### config.mk
export PLATFORM = sky130hd
export DESIGN_NAME = region_mult_trigger
export DESIGN_NICKNAME = d
export VERILOG_FILES = /design/src/rtl/rmt_pkg.sv /design/src/rtl/rmt_datapath.sv /design/src/rtl/rmt_control.sv /design/src/rtl/region_mult_trigger.sv
export SDC_FILE = /design/constraint.sdc
export NUM_CORES = 2
export LEC_CHECK = 0
export BUFFER_PORTS_ARGS = -buffer_cell sky130_fd_sc_hd__buf_2
export CAP_MARGIN = 20
export CORE_UTILIZATION = 30
export CTS_CLUSTER_DIAMETER = 120
export DETAILED_ROUTE_END_ITERATION = 6
export HOLD_SLACK_MARGIN = 0.08
export PLACE_DENSITY_LB_ADDON = 0.05
export SYNTH_ARGS = -nofsm -noshare
export SYNTH_HDL_FRONTEND = slang
export SYNTH_SLANG_ARGS = --single-unit
### constraint.sdc
create_clock -name clk -period 7.7 [get_ports clk]
set_input_delay 0.77 -clock clk [delete_from_list [all_inputs] [get_ports clk]]
set_output_delay 0.77 -clock clk [all_outputs]
set_load 0.02 [all_outputs]
### src/rtl/rmt_pkg.sv
package rmt_pkg;

  typedef enum logic [1:0] {
    PAD_OFF          = 2'b00,
    PAD_QUIET_IFHIT  = 2'b01,
    PAD_TRIG_IFHIT   = 2'b10,
    PAD_QUIET_ALWAYS = 2'b11
  } padMode_e;

  typedef struct packed {
    logic sampleEn;
    logic flush;
    logic clearSticky;
    logic latchMask;
  } ctrlStrobe_t;

endpackage

### src/rtl/rmt_datapath.sv
module rmt_datapath
  import rmt_pkg::*;
#(
  parameter int NUM_PADS  = 64,
  parameter int HOLD_STEP = 128,
  parameter int THR_W     = 7,
  parameter int CNT_W     = $clog2(NUM_PADS + 1),
  parameter int HOLD_W    = $clog2(3 * HOLD_STEP + 1)
) (
  input  logic                  clk,
  input  logic                  rst_n,
  input  ctrlStrobe_t           strobe,
  input  logic [NUM_PADS-1:0]   hitIn,
  input  logic [2*NUM_PADS-1:0] padCfg,
  input  logic [1:0]            holdSel,
  input  logic [THR_W-1:0]      threshold,
  output logic [CNT_W-1:0]      multCount,
  output logic                  countGeThr,
  output logic [NUM_PADS-1:0]   readMask
);

  logic [NUM_PADS-1:0] trigEn;
  logic [NUM_PADS-1:0] readAlways;
  logic [NUM_PADS-1:0] readIfHit;
  logic [NUM_PADS-1:0] heldHit;
  logic [NUM_PADS-1:0] stickyHit;
  logic [HOLD_W-1:0]   holdLen;
  logic [CNT_W-1:0]    countNext;

  assign holdLen = HOLD_W'(32'(holdSel) * HOLD_STEP);

  for (genvar i = 0; i < NUM_PADS; i++) begin : gPad
    padMode_e          mode;
    logic              held;
    logic              sticky;
    logic [HOLD_W-1:0] holdCnt;

    assign mode          = padMode_e'(padCfg[2*i +: 2]);
    assign trigEn[i]     = (mode == PAD_TRIG_IFHIT);
    assign readAlways[i] = (mode == PAD_QUIET_ALWAYS);
    assign readIfHit[i]  = (mode == PAD_QUIET_IFHIT) || (mode == PAD_TRIG_IFHIT);

    always_ff @(posedge clk) begin
      if (!rst_n || strobe.flush) begin
        held    <= 1'b0;
        holdCnt <= '0;
      end else if (strobe.sampleEn) begin
        if (hitIn[i]) begin
          held    <= 1'b1;
          holdCnt <= holdLen;
        end else if (holdCnt != '0) begin
          holdCnt <= holdCnt - 1'b1;
        end else begin
          held <= 1'b0;
        end
      end
    end

    always_ff @(posedge clk) begin
      if (!rst_n || strobe.clearSticky) sticky <= 1'b0;
      else if (strobe.sampleEn && hitIn[i]) sticky <= 1'b1;
    end

    assign heldHit[i]   = held;
    assign stickyHit[i] = sticky;
  end

  always_comb begin
    countNext = '0;
    for (int j = 0; j < NUM_PADS; j++) begin
      countNext = countNext + CNT_W'(heldHit[j] & trigEn[j]);
    end
  end

  always_ff @(posedge clk) begin
    if (!rst_n) multCount <= '0;
    else        multCount <= countNext;
  end

  assign countGeThr = (32'(multCount) >= 32'(threshold));

  always_ff @(posedge clk) begin
    if (!rst_n)               readMask <= '0;
    else if (strobe.latchMask) readMask <= readAlways | (readIfHit & stickyHit);
  end

endmodule

### src/rtl/rmt_control.sv
module rmt_control
  import rmt_pkg::*;
(
  input  logic        clk,
  input  logic        rst_n,
  input  logic        writeActive,
  input  logic        sampleTick,
  input  logic        clearTrig,
  input  logic        countGeThr,
  output ctrlStrobe_t strobe,
  output logic        trigPulse
);

  logic armed;
  logic fire;

  assign fire = armed && writeActive && countGeThr && !clearTrig;

  always_comb begin
    strobe.sampleEn    = writeActive && sampleTick;
    strobe.flush       = !writeActive;
    strobe.clearSticky = clearTrig;
    strobe.latchMask   = fire;
  end

  always_ff @(posedge clk) begin
    if (!rst_n) begin
      armed     <= 1'b1;
      trigPulse <= 1'b0;
    end else begin
      trigPulse <= fire;
      if (clearTrig) armed <= 1'b1;
      else if (fire) armed <= 1'b0;
    end
  end

endmodule

### src/rtl/region_mult_trigger.sv
module region_mult_trigger
  import rmt_pkg::*;
#(
  parameter int NUM_PADS  = 64,
  parameter int HOLD_STEP = 128,
  parameter int THR_W     = 7
) (
  input  logic                             clk,
  input  logic                             rst_n,
  input  logic                             writeActive,
  input  logic                             sampleTick,
  input  logic [NUM_PADS-1:0]              hitIn,
  input  logic [2*NUM_PADS-1:0]            padCfg,
  input  logic [1:0]                       holdSel,
  input  logic [THR_W-1:0]                 threshold,
  input  logic                             clearTrig,
  output logic                             trigPulse,
  output logic [$clog2(NUM_PADS+1)-1:0]    multCount,
  output logic [NUM_PADS-1:0]              readMask
);

  localparam int CNT_W  = $clog2(NUM_PADS + 1);
  localparam int HOLD_W = $clog2(3 * HOLD_STEP + 1);

  ctrlStrobe_t strobe;
  logic        countGeThr;

  rmt_control uCtrl (
    .clk        (clk),
    .rst_n      (rst_n),
    .writeActive(writeActive),
    .sampleTick (sampleTick),
    .clearTrig  (clearTrig),
    .countGeThr (countGeThr),
    .strobe     (strobe),
    .trigPulse  (trigPulse)
  );

  rmt_datapath #(
    .NUM_PADS (NUM_PADS),
    .HOLD_STEP(HOLD_STEP),
    .THR_W    (THR_W),
    .CNT_W    (CNT_W),
    .HOLD_W   (HOLD_W)
  ) uData (
    .clk       (clk),
    .rst_n     (rst_n),
    .strobe    (strobe),
    .hitIn     (hitIn),
    .padCfg    (padCfg),
    .holdSel   (holdSel),
    .threshold (threshold),
    .multCount (multCount),
    .countGeThr(countGeThr),
    .readMask  (readMask)
  );

endmodule

After elaboration in Yosys (flattened, before gate mapping)

Index checks and enable logic that the tools add are counted.

Add/sub/neg operators: 127
$lt $le $gt $ge: 1
Equality and inequality tests: 256
Multiplexer cells: 256
Bitwise logic cells: 67
Reduce and logical (&&, ||, !) cells: 394

Operators with widths:

| kind                                                                | number |
|---|---|
| 9-bit 2-to-1 mux                                                    | 128 |
| 9-bit nonzero test                                                  | 64 |
| 9-bit by 1-bit subtractor with 9-bit output (second input constant) | 64 |
| 7-bit adder                                                         | 63 |
| 2-bit == test (second input constant)                               | 128 |
| 2-bit AND reduction                                                 | 128 |
| 2-bit by 1-bit == test with 1-bit output (second input constant)    | 64 |
| 1-bit 2-to-1 mux                                                    | 128 |
| 2-bit inequality test (second input constant)                       | 64 |
| 2-bit nonzero test                                                  | 64 |
| 1-bit logical AND                                                   | 68 |
| 1-bit logical OR                                                    | 66 |
| 1-bit AND                                                           | 64 |
| 64-bit AND                                                          | 1 |
| 64-bit OR                                                           | 1 |
| 7-bit greater-or-equal comparator                                   | 1 |
| 1-bit zero test                                                     | 3 |
| 2-bit OR reduction                                                  | 1 |
| 1-bit inverter                                                      | 1 |

Flip-flop bits (word level): 777
Input port bits: 206
Output and inout bits: 72
Word-level logic and storage cells: 1,297

Longest topological paths before layout

Depth after elaboration: 65
Depth in mapped cells: 23
Gate-level depth less buffers: 23

Modules after synthesis

A second synthesis with hierarchy kept.

Cells, all modules: 4,857
Area total of the unflattened synthesis: 40,248.6 µm²

Modules (own cells, without submodules):

| module       | times used | cells each | area each (µm²) | seq. area each (µm²) |
|---|---|---|---|---|
| rmt_datapath | 1          | 4,845      | 40,144.8        | 15,514.9 |
| rmt_control  | 1          | 12         | 103.8           | 40.0 |

Least setup slack after synthesis

Ideal clock, no wire load.

Path type: input to register
Start point: in padCfg[0]
End point: reg uData.multCount[6]
Library setup time: 0.116 ns
Data arrival time: 6.314 ns
Path slack: 1.270 ns
Cell stages on the path: 20
Cell sequence: inv_1 -> ha_1 -> and2_1 -> fa_1 -> fa_1 -> inv_1 -> fa_1 -> fa_1 -> fa_1 -> fa_1 -> fa_1 -> fa_1 -> inv_1 -> ha_1 -> fa_1 -> a21oi_1 -> nor2_1 -> nor2_1 -> o21ai_0 -> o211a_1

Word-level cells in the longest chain between the ends: 65

Ends and longest elaborated chain:

| what                       | line                      | source |
|---|---|---|
| start, declared            | region_mult_trigger.sv:13 | `input logic [2*NUM_PADS-1:0] padCfg,` |
| 2-bit == test              | rmt_datapath.sv:39        | `assign trigEn[i] = (mode == PAD_TRIG_IFHIT);` |
| 1-bit AND                  | rmt_datapath.sv:71        | `countNext = countNext + CNT_W'(heldHit[j] & trigEn[j]);` |
| 7-bit adder (63 in series) | rmt_datapath.sv:71        |  |
| end signal, assigned       | rmt_datapath.sv:77        | `else multCount <= countNext;` |
| end, declared              | rmt_datapath.sv:17        | `output logic [CNT_W-1:0] multCount,` |

No other way between the ends.
A chain may end at the register's enable or synchronous reset.

Worst setup path after layout

Start point: in padCfg[40]
End point: reg uData.multCount[4]

Word-level cells in the longest chain between the ends: 46

Ends and longest elaborated chain:

| what                       | line |
|---|---|
| 2-bit == test              | rmt_datapath.sv:39 |
| 1-bit AND                  | rmt_datapath.sv:71 |
| 7-bit adder (44 in series) | rmt_datapath.sv:71 |

No other way between the ends.

==> impl_results.md <==
* Status: complete, but fails checks
* Failing checks: design-rule violations
* Post-route setup slack at 1.39 ns
* Hold Buf Count CTS at 0
* I/O pins at 278
* Layout Skew at 0.0225 ns
* Pre-antenna DRT Iters at 7
* Grt ovf at 0
* Layout cells sized above 1 at 11.6%
* Reg2reg setup slack at 1.46 ns
* Slew at the pin closest to its max-slew limit at 0.987 ns
* Vias per cell at 5.02
* Yosys reg bits at 777
* Endpoints failing setup at 0
* Area after DPL at 43,500 um^2
* Ys flop type: dfxtp_1
* Slowest-stage cell, CP: fa_1
* Static Leakage at 18.2 nW
* WP buf/inv at 5
* Largest delay share family, worst path: adder cells
* RSZ-0062 raised after global routing: false
* Slew headroom at 34.2%
* Rows at 134
* WP data arrival at 6.86 ns
* Peak VDD IR at 168 uV
* Post-Syn Instances at 4,869
* Gr usage total at 18.9%
* Post-Layout Cell Count at 6,877
* CTS tree: yes
* Post-CTS Setup Bufs at 0
* Cell area after synthesis at 40,600 um^2
* DR iter-0 viols at 1,938
* Min Tclk post-route at 6.31 ns
* DRC at 30
* Seq/Total Area, Yosys at 38.3%
* Synth Area per Inst at 8.34 um^2
* First-pass GRT wire length at 201,000 um
* EDFF count, synth at 0
* Final GP Congestion at 0.785
* CP Capture Type: flop
* Vias at 34,600
* WL per Instance at 19.0 um
* Crit-path cells: buf_2 -> inv_1 -> ha_1 -> nand2_1 -> fa_1 -> inv_1 -> fa_1 -> inv_1 -> fa_1 -> fa_1 -> fa_1 -> fa_1 -> fa_1 -> fa_1 -> inv_1 -> ha_1 -> fa_1 -> a21oi_1 -> nor2_1 -> nor2_1 -> xnor2_1 -> nor2_1
* Hpwl dp at 89,400 um
* Filler cells at 14,000
* Synth area leaders: dfxtp_1 (38%), ha_1 (6.6%), a21oi_1 (6.2%)
* Worst Path Max Fanout at 2
* Longest Clk Path Bufs at 3
* Initial Utilization at 30.3%
* Pre-CTS setup slack at 0.608 ns
* Unique masters post-synth at 85
* Hold Vio Cnt, Final at 0
* Core Region at 134,000 um^2
* Dominant cell by count in the synthesized netlist: dfxtp_1
* CTS Buf Count at 98
* Synth Warn # at 0
* Largest net degree at the start of global routing at 129
* Top cells by count, synth: dfxtp_1 (777), nor2_1 (657), a21oi_1 (501)
* Max incr delay on CP at 0.59 ns
* Area of the die at 137,000 um^2
* Clk sinks at 777
* Antenna viol nets, final at 0
* MaxCap Viol Count at 0
* Vias in the first global route at 33,300
* Most used cell, CP: fa_1
* Area of the multi-input gates at 22,800 um^2
* Fin nets at 5,499
* Startpoint types: input port
* Final WL at 131,000 um
* Post-synth ARST share at 0%
* Pwr Density at 217 nW/um^2
* Hold Path Class: in -> reg
* CTS resizes at 0
* Maximum clock frequency at 0.159 GHz
* Deepest level of the CTS H-tree at 3
* Post-route cell area at 46,800 um^2
* Tcrit/Tclk final at 81.9%
* Die Y-Extent at 370 um
* Area delta synth->final at 15.3%
* Syn nets at 5,343
* Initial antenna violation count at 17
* Final Max Tran Viols at 0
* Critical path type: in -> reg
* Clock transition at the registers of the reported paths at 0.06 ns
* Synth top area share at 38.3%
* Clk Latency, worst-skew pair at 0.70 ns
* DIE WIDTH at 370 um
* Root Driver: clkbuf_16
* Dpl cells at 6,692
* Seq. cell area at 15,600 um^2
* Post-synth top area cell: dfxtp_1
* Worst path required time at 8.25 ns
* Port Buffer Count at 277
* TNS Setup at 0 ns
-- kinds of logic after synthesis --
| logic type | share of synthesized area (%) |
|---|---|
| flip-flops | 38.3 |
| XOR/XNOR | 5.52 |
| AND/OR/NAND/NOR | 22.8 |
| adder cells (fa/ha/maj) | 9.26 |
| AO/OA/AOI/OAI | 18.0 |
| multiplexers | 0.493 |
| buffers and inverters | 5.66 |
-- per-layer routing --
| layer | track usage (%) | wire length (um) |
|---|---|---|
| met2 | 30.5 | 58600 |
| met4 | 4.92 | 3130 |
| met5 | 0 | 72 |
| met3 | 3.09 | 5050 |
| met1 | 25.9 | 63700 |
-- cell type report --
| class | count | share of cell area, % |
|---|---|---|
| Sequential cell | 777 | 33.2 |
| Timing Repair Buffer | 300 | 3.46 |
| Tap cell | 1768 | 4.73 |
| Antenna cell | 5 | 0.0267 |
| Multi-Input combinational cell | 3503 | 48.7 |
| Clock inverter | 29 | 0.663 |
| Clock buffer | 150 | 6.37 |
| Inverter | 345 | 2.77 |
-- final timing paths --
| kind | endpoint | from | cells after the start |
|---|---|---|---|
| max | uData.multCount[4] | padCfg[40] | 22 |
| min | uData.gPad[50].holdCnt[1] | hitIn[50] | 2 |
| max reg2reg | uData.multCount[4] | uData.gPad[16].held | 18 |
| min reg2reg | uData.gPad[7].held | uData.gPad[7].held | 2 |
-- cells in the final DEF, fill, tap and decap left out, types with 53 or more instances in the layout --
cell type and n:
buf_2 278, o21ai_0 178, nor2_1 656, fa_1 54, a22oi_1 75, a21oi_1 501, nand3_1 54, o31ai_1 63
nand2_1 344, nor4_1 157, nor3_1 199, xor2_1 76, a211oi_1 74, xnor2_1 180, clkbuf_16 99, ha_1 214
or4_1 80, dfxtp_1 777, and2_1 53, inv_1 344, or3_1 107
-- sequential cells by signal (all words and copies together) (netlist names) --
name / count
uData.gPad.holdCnt: 576
uData.gPad.held: 64
uData.gPad.sticky: 64
uData.readMask: 64
uData.multCount: 7
uCtrl.armed: 1
uCtrl.trigPulse: 1
-- power by group --
| group | switching (W) | internal [W] | total, W |
|---|---|---|---|
| Sequential | 0.0000986 | 0.00412 | 0.00422 |
| Clock | 0.00187 | 0.00282 | 0.00469 |
| Combinational | 0.000779 | 0.000465 | 0.00124 |
| Total | 0.00275 | 0.00740 | 0.0101 |
-- metrics by stage --
step	hold WS (ns)	utilization, %	total power, W
after CTS	0.336	35.0	0.0103
final	0.401	35.0	0.0101
after global placement	0.442	32.5	0.00557
after floorplan	0.432	-	0.00518
after detailed placement	0.447	32.5	0.00555
after global routing	0.367	35.0	0.0107
No activity file was read; power rests on OpenSTA's default activity.
